## config.mk

```make
export PLATFORM = sky130hd
export DESIGN_NAME = uart_wake_rx
export DESIGN_NICKNAME = d
export VERILOG_FILES = /design/src/rtl/uart_rx_pkg.sv /design/src/rtl/uart_rx_sync.sv /design/src/rtl/uart_rx_frame.sv /design/src/rtl/uart_rx_hold.sv /design/src/rtl/uart_wake_rx.sv
export SDC_FILE = /design/constraint.sdc
export NUM_CORES = 1
export LEC_CHECK = 0
export BUFFER_PORTS_ARGS = -buffer_cell sky130_fd_sc_hd__clkbuf_2
export CORE_MARGIN = 3
export CORE_UTILIZATION = 59
export CTS_BUF_LIST = sky130_fd_sc_hd__clkbuf_8
export DETAILED_ROUTE_END_ITERATION = 6
export GPL_ROUTABILITY_DRIVEN = 0
export GPL_TIMING_DRIVEN = 0
export PLACE_DENSITY = 0.81
export SLEW_MARGIN = 0
export SYNTH_ARGS = -nofsm -noshare
export SYNTH_HDL_FRONTEND = slang
export SYNTH_SLANG_ARGS = --single-unit
```

## constraint.sdc

```tcl
create_clock -name clk -period 1.91 [get_ports clk]
set_input_delay 0.0955 -clock clk [delete_from_list [all_inputs] [get_ports clk]]
set_output_delay 0.0955 -clock clk [all_outputs]
set_load 0.01 [all_outputs]
```

## src/rtl/uart_rx_pkg.sv

```systemverilog
package uart_rx_pkg;

    localparam int unsigned DATA_W = 8;
    localparam int unsigned OVS    = 16;
    localparam int unsigned CNT_W  = $clog2(OVS);
    localparam int unsigned BIT_W  = $clog2(DATA_W);

    typedef enum logic [2:0] {
        RX_IDLE,
        RX_START,
        RX_DATA,
        RX_PAR,
        RX_STOP
    } rx_state_e;

    typedef struct packed {
        logic [DATA_W-1:0] data;
        logic              ferr;
        logic              perr;
    } rx_char_t;

    function automatic logic even_par_bad(input logic [DATA_W-1:0] d, input logic pbit);
        return (^d) ^ pbit;
    endfunction

endpackage

```

## src/rtl/uart_rx_sync.sv

```systemverilog
module uart_rx_sync #(
    parameter int unsigned STAGES = 2
) (
    input  logic clk,
    input  logic rst,
    input  logic din,
    output logic dout
);
    logic [STAGES-1:0] chain_q;

    generate
        for (genvar g = 0; g < STAGES; g++) begin : g_stage
            if (g == 0) begin : g_first
                always_ff @(posedge clk) begin
                    if (rst) chain_q[g] <= 1'b1;
                    else     chain_q[g] <= din;
                end
            end else begin : g_next
                always_ff @(posedge clk) begin
                    if (rst) chain_q[g] <= 1'b1;
                    else     chain_q[g] <= chain_q[g-1];
                end
            end
        end
    endgenerate

    assign dout = chain_q[STAGES-1];
endmodule

```

## src/rtl/uart_rx_frame.sv

```systemverilog
module uart_rx_frame
    import uart_rx_pkg::*;
(
    input  logic     clk,
    input  logic     rst,
    input  logic     tick,
    input  logic     rxs,
    input  logic     rx_en,
    input  logic     parity_en,
    output logic     busy,
    output logic     done,
    output rx_char_t chr
);
    localparam logic [CNT_W-1:0] MID  = CNT_W'(OVS/2 - 1);
    localparam logic [CNT_W-1:0] LAST = CNT_W'(OVS - 1);
    localparam logic [BIT_W-1:0] TOPB = BIT_W'(DATA_W - 1);

    rx_state_e         state_q;
    logic [CNT_W-1:0]  cnt_q;
    logic [BIT_W-1:0]  bit_q;
    logic [DATA_W-1:0] shreg_q;
    logic              pbit_q;
    logic              prev_q;

    always_ff @(posedge clk) begin
        done <= 1'b0;
        if (rst) begin
            state_q <= RX_IDLE;
            cnt_q   <= '0;
            bit_q   <= '0;
            shreg_q <= '0;
            pbit_q  <= 1'b0;
            prev_q  <= 1'b1;
            chr     <= '0;
        end else if (!rx_en) begin
            state_q <= RX_IDLE;
            if (tick) prev_q <= rxs;
        end else if (tick) begin
            prev_q <= rxs;
            cnt_q  <= cnt_q + 1'b1;
            unique case (state_q)
                RX_IDLE: begin
                    cnt_q <= '0;
                    if (prev_q && !rxs) state_q <= RX_START;
                end
                RX_START: begin
                    if (cnt_q == MID) begin
                        cnt_q   <= '0;
                        bit_q   <= '0;
                        state_q <= rxs ? RX_IDLE : RX_DATA;
                    end
                end
                RX_DATA: begin
                    if (cnt_q == LAST) begin
                        shreg_q <= {rxs, shreg_q[DATA_W-1:1]};
                        bit_q   <= bit_q + 1'b1;
                        if (bit_q == TOPB) state_q <= parity_en ? RX_PAR : RX_STOP;
                    end
                end
                RX_PAR: begin
                    if (cnt_q == LAST) begin
                        pbit_q  <= rxs;
                        state_q <= RX_STOP;
                    end
                end
                RX_STOP: begin
                    if (cnt_q == LAST) begin
                        chr.data <= shreg_q;
                        chr.ferr <= !rxs;
                        chr.perr <= parity_en && even_par_bad(shreg_q, pbit_q);
                        done     <= 1'b1;
                        state_q  <= RX_IDLE;
                    end
                end
                default: state_q <= RX_IDLE;
            endcase
        end
    end

    assign busy = (state_q != RX_IDLE);


    start_reject_chk: assert property (@(posedge clk) disable iff (rst)
        (rx_en && tick && state_q == RX_START && cnt_q == MID && rxs) |=> (state_q == RX_IDLE && !done));


    disabled_idle_chk: assert property (@(posedge clk) disable iff (rst)
        !rx_en |=> (state_q == RX_IDLE));


    done_single_chk: assert property (@(posedge clk) disable iff (rst)
        done |=> !done);
endmodule

```

## src/rtl/uart_rx_hold.sv

```systemverilog
module uart_rx_hold
    import uart_rx_pkg::*;
(
    input  logic              clk,
    input  logic              rst,
    input  logic              done,
    input  rx_char_t          chr,
    input  logic              busy,
    input  logic              rx_en,
    input  logic              sleep_en,
    input  logic              invert_en,
    input  logic              rd_stb,
    input  logic              irq_ack,
    input  logic              irq_clr,
    output logic [DATA_W-1:0] rd_data,
    output logic              rdy,
    output logic              irq,
    output logic              frame_err,
    output logic              parity_err,
    output logic              overrun,
    output logic              rts
);
    logic [DATA_W-1:0] buf_q;
    logic              accept;

    assign accept = done && (!sleep_en || chr.data[DATA_W-1]);

    always_ff @(posedge clk) begin
        if (rst) begin
            buf_q      <= '0;
            rdy        <= 1'b0;
            irq        <= 1'b0;
            frame_err  <= 1'b0;
            parity_err <= 1'b0;
            overrun    <= 1'b0;
        end else begin
            if (rd_stb) begin
                rdy     <= 1'b0;
                overrun <= 1'b0;
            end
            if (irq_ack || irq_clr) irq <= 1'b0;
            if (accept) begin
                buf_q      <= chr.data;
                rdy        <= 1'b1;
                irq        <= 1'b1;
                frame_err  <= chr.ferr;
                parity_err <= chr.perr;
                overrun    <= rdy && !rd_stb;
            end
        end
    end

    assign rd_data = invert_en ? ~buf_q : buf_q;
    assign rts     = !rx_en || busy || rdy;


    store_flags_chk: assert property (@(posedge clk) disable iff (rst)
        accept |=> (rdy && irq && buf_q == $past(chr.data)));


    read_clear_chk: assert property (@(posedge clk) disable iff (rst)
        (rd_stb && !accept) |=> (!rdy && !overrun));


    irq_clear_chk: assert property (@(posedge clk) disable iff (rst)
        ((irq_ack || irq_clr) && !accept) |=> !irq);


    sleep_drop_chk: assert property (@(posedge clk) disable iff (rst)
        (done && sleep_en && !chr.data[DATA_W-1] && !rd_stb && !irq_ack && !irq_clr)
            |=> ($stable(buf_q) && $stable(rdy) && $stable(irq) && $stable(frame_err)));
endmodule

```

## src/rtl/uart_wake_rx.sv

```systemverilog
module uart_wake_rx
    import uart_rx_pkg::*;
#(
    parameter int unsigned SYNC_STAGES = 2
) (
    input  logic              clk,
    input  logic              rst,
    input  logic              tick,
    input  logic              rxd,
    input  logic              rx_en,
    input  logic              parity_en,
    input  logic              sleep_en,
    input  logic              invert_en,
    input  logic              rd_stb,
    input  logic              irq_ack,
    input  logic              irq_clr,
    output logic [DATA_W-1:0] rd_data,
    output logic              rdy,
    output logic              irq,
    output logic              frame_err,
    output logic              parity_err,
    output logic              overrun,
    output logic              rts
);
    logic     rxs;
    logic     busy;
    logic     done;
    rx_char_t chr;

    uart_rx_sync #(.STAGES(SYNC_STAGES)) u_sync (
        .clk (clk),
        .rst (rst),
        .din (rxd),
        .dout(rxs)
    );

    uart_rx_frame u_frame (
        .clk      (clk),
        .rst      (rst),
        .tick     (tick),
        .rxs      (rxs),
        .rx_en    (rx_en),
        .parity_en(parity_en),
        .busy     (busy),
        .done     (done),
        .chr      (chr)
    );

    uart_rx_hold u_hold (
        .clk       (clk),
        .rst       (rst),
        .done      (done),
        .chr       (chr),
        .busy      (busy),
        .rx_en     (rx_en),
        .sleep_en  (sleep_en),
        .invert_en (invert_en),
        .rd_stb    (rd_stb),
        .irq_ack   (irq_ack),
        .irq_clr   (irq_clr),
        .rd_data   (rd_data),
        .rdy       (rdy),
        .irq       (irq),
        .frame_err (frame_err),
        .parity_err(parity_err),
        .overrun   (overrun),
        .rts       (rts)
    );


    rts_busy_chk: assert property (@(posedge clk) disable iff (rst)
        busy |-> rts);
endmodule

```

# Yosys cells after proc, flatten, opt, wreduce, memory -nomap -nowiden
# Index checks and enable logic that the tools add are counted.
# totals
ff_bits	46
in_bits	11
out_inout_bits	14
wordCells	85
# classes
add_sub_neg	2
n_eq_ne	13
n_mux	21
bitwise_logic	5
n_reduce_logical	26
# op_table
op	count
2-to-1 mux 3 bit	9
case mux 3 bit (5 select lines)	1
inequality test 2 x 1 -> 1 bit, second input constant	6
AND reduction 4 bit	3
2-to-1 mux 8 bit	1
inverter 8 bit	1
case mux 4 bit (2 select lines)	1
parity 8 bit	1
AND reduction 7 bit	1
== test 3 x 2 -> 1 bit, second input constant	2
== test 3 bit, second input constant	2
2-to-1 mux 1 bit	6
case mux 3 bit (2 select lines)	1
nonzero test 2 bit	3
AND reduction 5 bit	1
adder 4 x 1 -> 4 bit, second input constant	1
== test 4 x 3 -> 1 bit, second input constant	1
== test 4 bit, second input constant	1
logical AND 1 bit	4
zero test 1 bit	4
logical OR 1 bit	4
2-to-1 mux 4 bit	1
OR reduction 4 bit	1
adder 3 x 1 -> 3 bit, second input constant	1
8 further kinds	10

# Logic depth before layout (Yosys ltp)
# Gate-level depths: netlist of the first run.
# logic_depth
ltp_word	4
ltp_mapped	8
mapped_depth_nobuf	7

# Modules after synthesis
# Synthesis of the first run repeated with hierarchy kept, for this count alone.
# hier_totals
cells_unflattened	238
area_unflattened_um2	2084.5
# modules_own_cells
module	n_inst	cells_each	area_per_inst_um2	seq_area_each_um2
uart_rx_frame	1	163	1447.6	620.6
uart_rx_hold	1	71	584.3	260.2
uart_rx_sync	1	4	52.6	40.0

# Worst setup path after synthesis of the first run
# No wires, ideal clock.
# synth_timing
path_type	register -> register
start	register u_frame.cnt_q[0]
end	register u_frame.state_q[1]
setup_ps	118
t_arrival_ps	1457
required_ps	1792
path_slack_ps	335
path_stages_with_launch	8
n_path_buf	1
period_less_slack_ps	1575
path_cell_list	dfxtp_1 ha_1 nand3b_1 or3b_1 and4_1 buf_6 mux2i_1 nor2_1
# synth_via
elab_chain_cells	3
elab_cells_between_ends	7
cone_classes	eq/ne: 6; reduce/logical: 1
# synth_lines
element	line_no	source
start, declared	uart_rx_frame.sv:19	logic [CNT_W-1:0] cnt_q;
start signal, assigned	uart_rx_frame.sv:40	cnt_q <= cnt_q + 1'b1;
== test 4 bit or == test 4 x 3 -> 1 bit (tied branches)	--	
inequality test 2 x 1 -> 1 bit (no source line)	--	
AND reduction 7 bit (no source line) *	--	
end signal, assigned	uart_rx_frame.sv:50	state_q <= rxs ? RX_IDLE : RX_DATA;
end signal, assigned	uart_rx_frame.sv:57	if (bit_q == TOPB) state_q <= parity_en ? RX_PAR : RX_STOP;
end, declared	uart_rx_frame.sv:18	rx_state_e state_q;
# Every way passes the cells marked *; elsewhere a longest branch is shown, timed or not.
# A chain may end at the register's enable or synchronous reset.

# Worst setup path in the final report of the first run
# layout_timing
start	register u_frame.cnt_q[0]
end	register u_frame.state_q[2]
# Same word-level chain as after synthesis.

==> results of run 1 <==
==> layout make-up <==
class	instances	area [µm²]	share of cell area [%]
timing repair buffer	24	130	5.66
inverter	2	7.51	0.326
multi-input combinational	171	1030	44.8
clock inverter	3	17.5	0.762
tap	44	55.1	2.39
sequential	46	921	40.0
clock buffer	5	68.8	2.99
buffer	13	70.1	3.05
==> flip-flops by register name, indices dropped and copies added, names as in the netlist, 3 cells and up <==
| signal | cells |
|---|---|
| u_frame.chr | 10 |
| u_frame.shreg_q | 8 |
| u_hold.buf_q | 8 |
| u_frame.cnt_q | 4 |
| u_frame.bit_q | 3 |
| u_frame.state_q | 3 |
==> Yosys cell counts (all sizes together) (5+ instances only) <==
master / number / share of area, %
a21oi: 27 / 7.0
xor2: 9 / 3.9
nand2b: 6 / 2.7
mux2i: 12 / 5.9
o21ai: 5 / 1.2
nor2: 24 / 4.4
xnor2: 5 / 2.2
dfxtp: 46 / 45
nand3: 6 / 1.5
buf: 7 / 2.3
clkbuf: 6 / 1.1
nand2: 41 / 7.6
==> power by group <==
group	switching, mW	internal, mW
clock network	0.316	0.253
registers	0.00275	0.961
logic	0.0472	0.0336
==> metal layers <==
metal  up-vias  GRT usage [%]  wire length, µm
met3         4           4.85              178
met5         -              0                0
met2        40           31.8             1660
met4         0           7.12               46
met1       724           24.2             1820
li1        844              -                -
==> kinds of logic after synthesis <==
kind of cell | Yosys count | synth area share [%]
simple gates | 102 | 24.8
flops | 46 | 45.4
compound gates | 39 | 11.0
xor+xnor | 15 | 7.16
buf+inv | 15 | 3.82
mux | 12 | 5.92
fa+ha+maj | 3 | 1.85
==> path summary, 6_finish.rpt <==
path,end,slack (ns),depth (start not counted)
worst max-delay path,u_frame.state_q[2],0.25,7
worst min-delay path,u_hold.irq,0.06,4
worst max register to register,u_frame.state_q[2],0.25,7
worst min register to register,u_sync.dout,0.42,1
==> through the flow <==
step / total power, mW / cells / hold slack (ns) / worst slack [ns] / util, %
finish: 1.61 / 308 / 0.0642 / 0.248 / 72.9
global route: 1.68 / 308 / 0.0659 / 0.0634 / 72.9
detailed placement: 1.06 / 298 / 0.274 / 0.265 / 69.6
global placement: 1.06 / 298 / 0.274 / 0.275 / 69.6
floorplan: 1.03 / 232 / 0.172 / 0.335 / -
CTS: 1.63 / 308 / 0.0554 / 0.242 / 72.9
==> worst min-delay path: cells and delay by family <==
| family | cells | cell delay [ns] |
|---|---|---|
| AOI/OAI and AO/OA | 1 | 0.06 |
| buffers and inverters | 1 | 0.08 |
| and+or+nand+nor | 2 | 0.08 |
==> metrics.yaml, run 1 <==
min-delay-start: "irq_ack"
cts_root_buffer: "clkbuf_8"
htree_levels: 2
rsz0062_at_grt: "no"
outcome: "completed"
finClkSkew_ns: 0.00650
syn_area_per_cell_um2: 8.74
path_cells: "ha_1 -> nand3b_1 -> or3b_1 -> and4_1 -> buf_6 -> nand2b_4 -> a21oi_2"
crit_start: "u_frame.cnt_q[0]"
start_kind: "flip-flop"
syn_inst: 232
cts_hold_buf: 2
io_buffers: 22
clock_latency_ns: 0.30
clock_sinks: 46
timing.fmax_mhz: 602
setup_tns_ns: 0
synthFlopType: "dfxtp_1"
clock_path_buffers: 2
critPathKind: "reg -> reg"
cap_violations: 0
dieWidth_um: 64.6
finalCriticalPeriod_ns: 1.66
grt_overflow: 0
most-common-layout-cells: "46 x dfxtp_1, 41 x nand2_1, 25 x a21oi_1"
hold_class: "in -> reg"
cts_buffers: 5
setup_violations: 0
drive_gt1_share_pct: 16.7
fin_crit_sh_pct: 87.0
antenna_left: 0
p_per_area_nw_per_um2: 702
timing_hold_violations_final: 0
start_util_pct: 64.3
drc: 0
ys_types: 37
cpMaxStageDelayCell: "dfxtp_1"
final_common_cell: "dfxtp_1"
synth-edff-count: 0
cts_resized: 0
grt_pass1_wl_um: 6240
place.detailed.hpwl_um: 2710
routed_wl_um: 3700
cts_setup_buffers: 0
crit_family: "simple AND/OR/NAND/NOR gates"
fin_nets: 277
fillCellCount: 253
ios: 25
design_area_um2: 2300
row_count: 20
critPathCaptureType: "flip-flop"
slew_headroom_pct: 66.4
required_ns: 2.14
synth-async-reset-ratio_pct: 0
grt_pass1_vias: 1396
yosysWarnings: 0
crit_fanout: 6
worst_pin_slew_ns: 0.504
core-area_um2: 3150
vdd_ir_drop_max_mv: 0.569
reg2reg_from: "u_frame.cnt_q[0]"
critPathBufInv: 1
grt_max_degree: 15
die_y_um: 64.6
syn_nets: 246
synthToLayoutAreaGrowth_pct: 13.4
maxSlewViolCount: 0
synth_seq_cells: 46
netlist_area_um2: 2030
antenna_found_initial: 0
wire_per_inst_um: 12.0
leakagePower_nw: 0.991
antenna_cells: 0
via_per_inst: 5.23
vias: 1612
post_dp_cell_area_um2: 2190
tritoncts: "done"
max_stage_delay_ns: 0.34
dr.pass1.iters: 4
cp_data_arrival_time_ns: 1.89
ys_seq_area_share_pct: 45.4
drt_iter0_drc: 72
dieArea_um2: 4180
path_clk_slew_ns: 0.08
track_usage_pct: 19.2
(Power assumes the default switching activity.)
==> run 2: changes to the inputs <==
==> constraint.sdc (replaced) <==
create_clock -name clk -period 1.91 [get_ports clk]
set_input_delay 0.382 -clock clk [delete_from_list [all_inputs] [get_ports clk]]
set_output_delay 0.382 -clock clk [all_outputs]
set_load 0.01 [all_outputs]
==> run 2 against run 1 <==
  * Register-to-register slack about the same
  * Core utilization decreased by 0.63 points
  * Total power decreased by 0.24%
  * Wire length decreased by 1.3%
  * First-iteration DRC count increased by 2.8%
  * Critical path depth decreased by 3
  * Cell area decreased by 0.87%
  * Clock power about the same
  * Global-route usage decreased by 0.074 points
  * Sequential share of layout area increased by 0.35 points
  * Fmax decreased by 2.6%
  * Via count decreased by 0.37%
  * Critical path type is now reg -> out
  * Largest cell class unchanged
==> metrics.yaml, run 2 (synthesized netlist as in run 1, its figures left out) <==
outcome: "completed"  # unchanged
dieWidth_um: 64.6  # unchanged
largest_reg_flops: 10  # unchanged
crit_fanout: 10  # was 6
layoutNonFillerInstCount: 306  # was 308
p_switching_mw: 0.365  # was 0.366 mW
cts_setup_buffers: 0  # unchanged
p_per_area_nw_per_um2: 706  # was 702 nW/µm²
track_usage_pct: 19.2  # about the same
worst_pin_slew_ns: 0.502  # was 0.504 ns
leakagePower_nw: 0.983  # was 0.991 nW
finClkSkew_ns: 0.00655  # was 0.00650 ns
antenna_found_initial: 0  # unchanged
clock_path_buffers: 2  # unchanged
final_common_cell: "dfxtp_1"  # unchanged
critPathKind: "reg -> out"  # was reg -> reg
regMostFlops: "u_frame.chr"  # unchanged
netSwitchingFraction_pct: 22.7  # about the same
slew_headroom_pct: 66.5  # was 66.4%
design_area_um2: 2280  # was 2300 µm²
core-area_um2: 3150  # unchanged
post_dp_cell_area_um2: 2190  # unchanged
setup_tns_ns: 0  # unchanged
rsz0062_at_grt: "no"  # unchanged
path_clk_slew_ns: 0.08  # about the same
cts_resized: 0  # unchanged
routed_wl_um: 3650  # was 3700 µm
clock_sinks: 46  # unchanged
die_y_um: 64.6  # unchanged
antenna_left: 0  # unchanged
timing_hold_violations_final: 0  # unchanged
finalCriticalPeriod_ns: 1.71  # was 1.66 ns
fin_crit_sh_pct: 89.3  # was 87.0%
largestRegisters: "u_frame.chr (10), u_frame.shreg_q (8), u_hold.buf_q (8)"  # unchanged
grt_pass1_vias: 1384  # was 1396
vias: 1606  # was 1612
vdd_ir_drop_max_mv: 0.565  # was 0.569 mV
cts_root_buffer: "clkbuf_8"  # unchanged
place_inst: 298  # unchanged
pwr-share-clk_pct: 35.3  # about the same
internal_power_mw: 1.25  # about the same
clock_latency_ns: 0.30  # about the same
required_ns: 1.53  # was 2.14 ns
via_per_inst: 5.25  # was 5.23
cap_violations: 0  # unchanged
dieArea_um2: 4180  # unchanged
start_kind: "flip-flop"  # unchanged
synthToLayoutAreaGrowth_pct: 12.4  # was 13.4%
start_util_pct: 64.3  # unchanged
row_count: 20  # unchanged
cp_data_arrival_time_ns: 1.32  # was 1.89 ns
fin_nets: 275  # was 277
timing.fmax_mhz: 586  # was 602 MHz
antenna_cells: 0  # unchanged
drt_iter0_drc: 74  # was 72
critPathCaptureType: "output port"  # was flip-flop
grt_max_degree: 15  # unchanged
dr.pass1.iters: 5  # was 4
ios: 25  # unchanged
drc: 0  # unchanged
tritoncts: "done"  # unchanged
cts_hold_buf: 0  # was 2
grt_pass1_wl_um: 6220  # was 6240 µm
wire_per_inst_um: 11.9  # was 12.0 µm
most-common-layout-cells: "46 x dfxtp_1, 41 x nand2_1, 25 x a21oi_1"  # unchanged
cts_buffers: 5  # unchanged
setup_violations: 0  # unchanged
htree_levels: 2  # unchanged
drive_gt1_share_pct: 16.8  # was 16.7%
pwr-share-seq_pct: 59.9  # was 59.7%
hold_class: "in -> reg"  # unchanged
pwr-share-comb_pct: 4.8  # was 5.0%
io_buffers: 22  # unchanged
fillCellCount: 257  # was 253
place.detailed.hpwl_um: 2710  # unchanged
maxSlewViolCount: 0  # unchanged
grt_overflow: 0  # unchanged
==> run 2: changes by cell type in the layout (fill, tap and decap cells not counted) <==
cell / before / now
dlygate4sd3_1: 2 / 0
==> run 2: layout make-up <==
cell class	instances	area, µm²	area share (%)
buffer	13	70.1	3.07
timing repair buffer	22	110	4.83
multi-input combinational	171	1030	45.2
inverter	2	7.51	0.329
sequential	46	921	40.4
clock inverter	3	17.5	0.768
tap	44	55.1	2.41
clock buffer	5	68.8	3.02
==> run 2: critical path, cell delays in order, from the launching register on <==
cell and delay, ns:
dfxtp_1 0.31, buf_2 0.18, nor3_1 0.31, nand3b_1 0.11, clkbuf_2 0.13
==> run 2: stage by stage <==
step | setup WS [ns] | total power, mW | hold WS, ns | util [%]
2_1_floorplan | 0.335 | 1.03 | 0.389 | -
3_3_place_gp | 0.275 | 1.06 | 0.393 | 69.6
3_5_place_dp | 0.263 | 1.06 | 0.401 | 69.6
4_1_cts | 0.184 | 1.63 | 0.243 | 72.3
5_1_grt | 0.0634 | 1.68 | 0.237 | 72.3
6_report | 0.204 | 1.61 | 0.255 | 72.3
==> run 2: power groups by stage <==
stage / registers, mW / logic, mW / clock network, mW
floorplan: 0.986 / 0.0485 / 0
global placement: 0.987 / 0.0772 / 0
detailed placement: 0.987 / 0.0777 / 0
CTS: 0.964 / 0.0781 / 0.588
global route: 0.965 / 0.0853 / 0.629
finish: 0.964 / 0.0775 / 0.568
==> run 2: final timing paths <==
check / start / endpoint / slack (ns) / cells after the start
hold / removal: rd_stb / u_hold.overrun / 0.26 / 2
setup / recovery: u_frame.state_q[2] / rts / 0.20 / 4
hold reg to reg: u_sync.chain_q[0] / u_sync.dout / 0.42 / 1
setup reg to reg: u_frame.cnt_q[0] / u_frame.state_q[2] / 0.25 / 7
==> run 2: layer usage <==
layer / GRT usage, % / share of wire [%] / vias up
li1: - / - / 841
met1: 24.2 / 50 / 726
met2: 31.6 / 45 / 35
met3: 4.85 / 4.5 / 4
met4: 7.12 / 1.3 / 0
met5: 0 / 0 / -
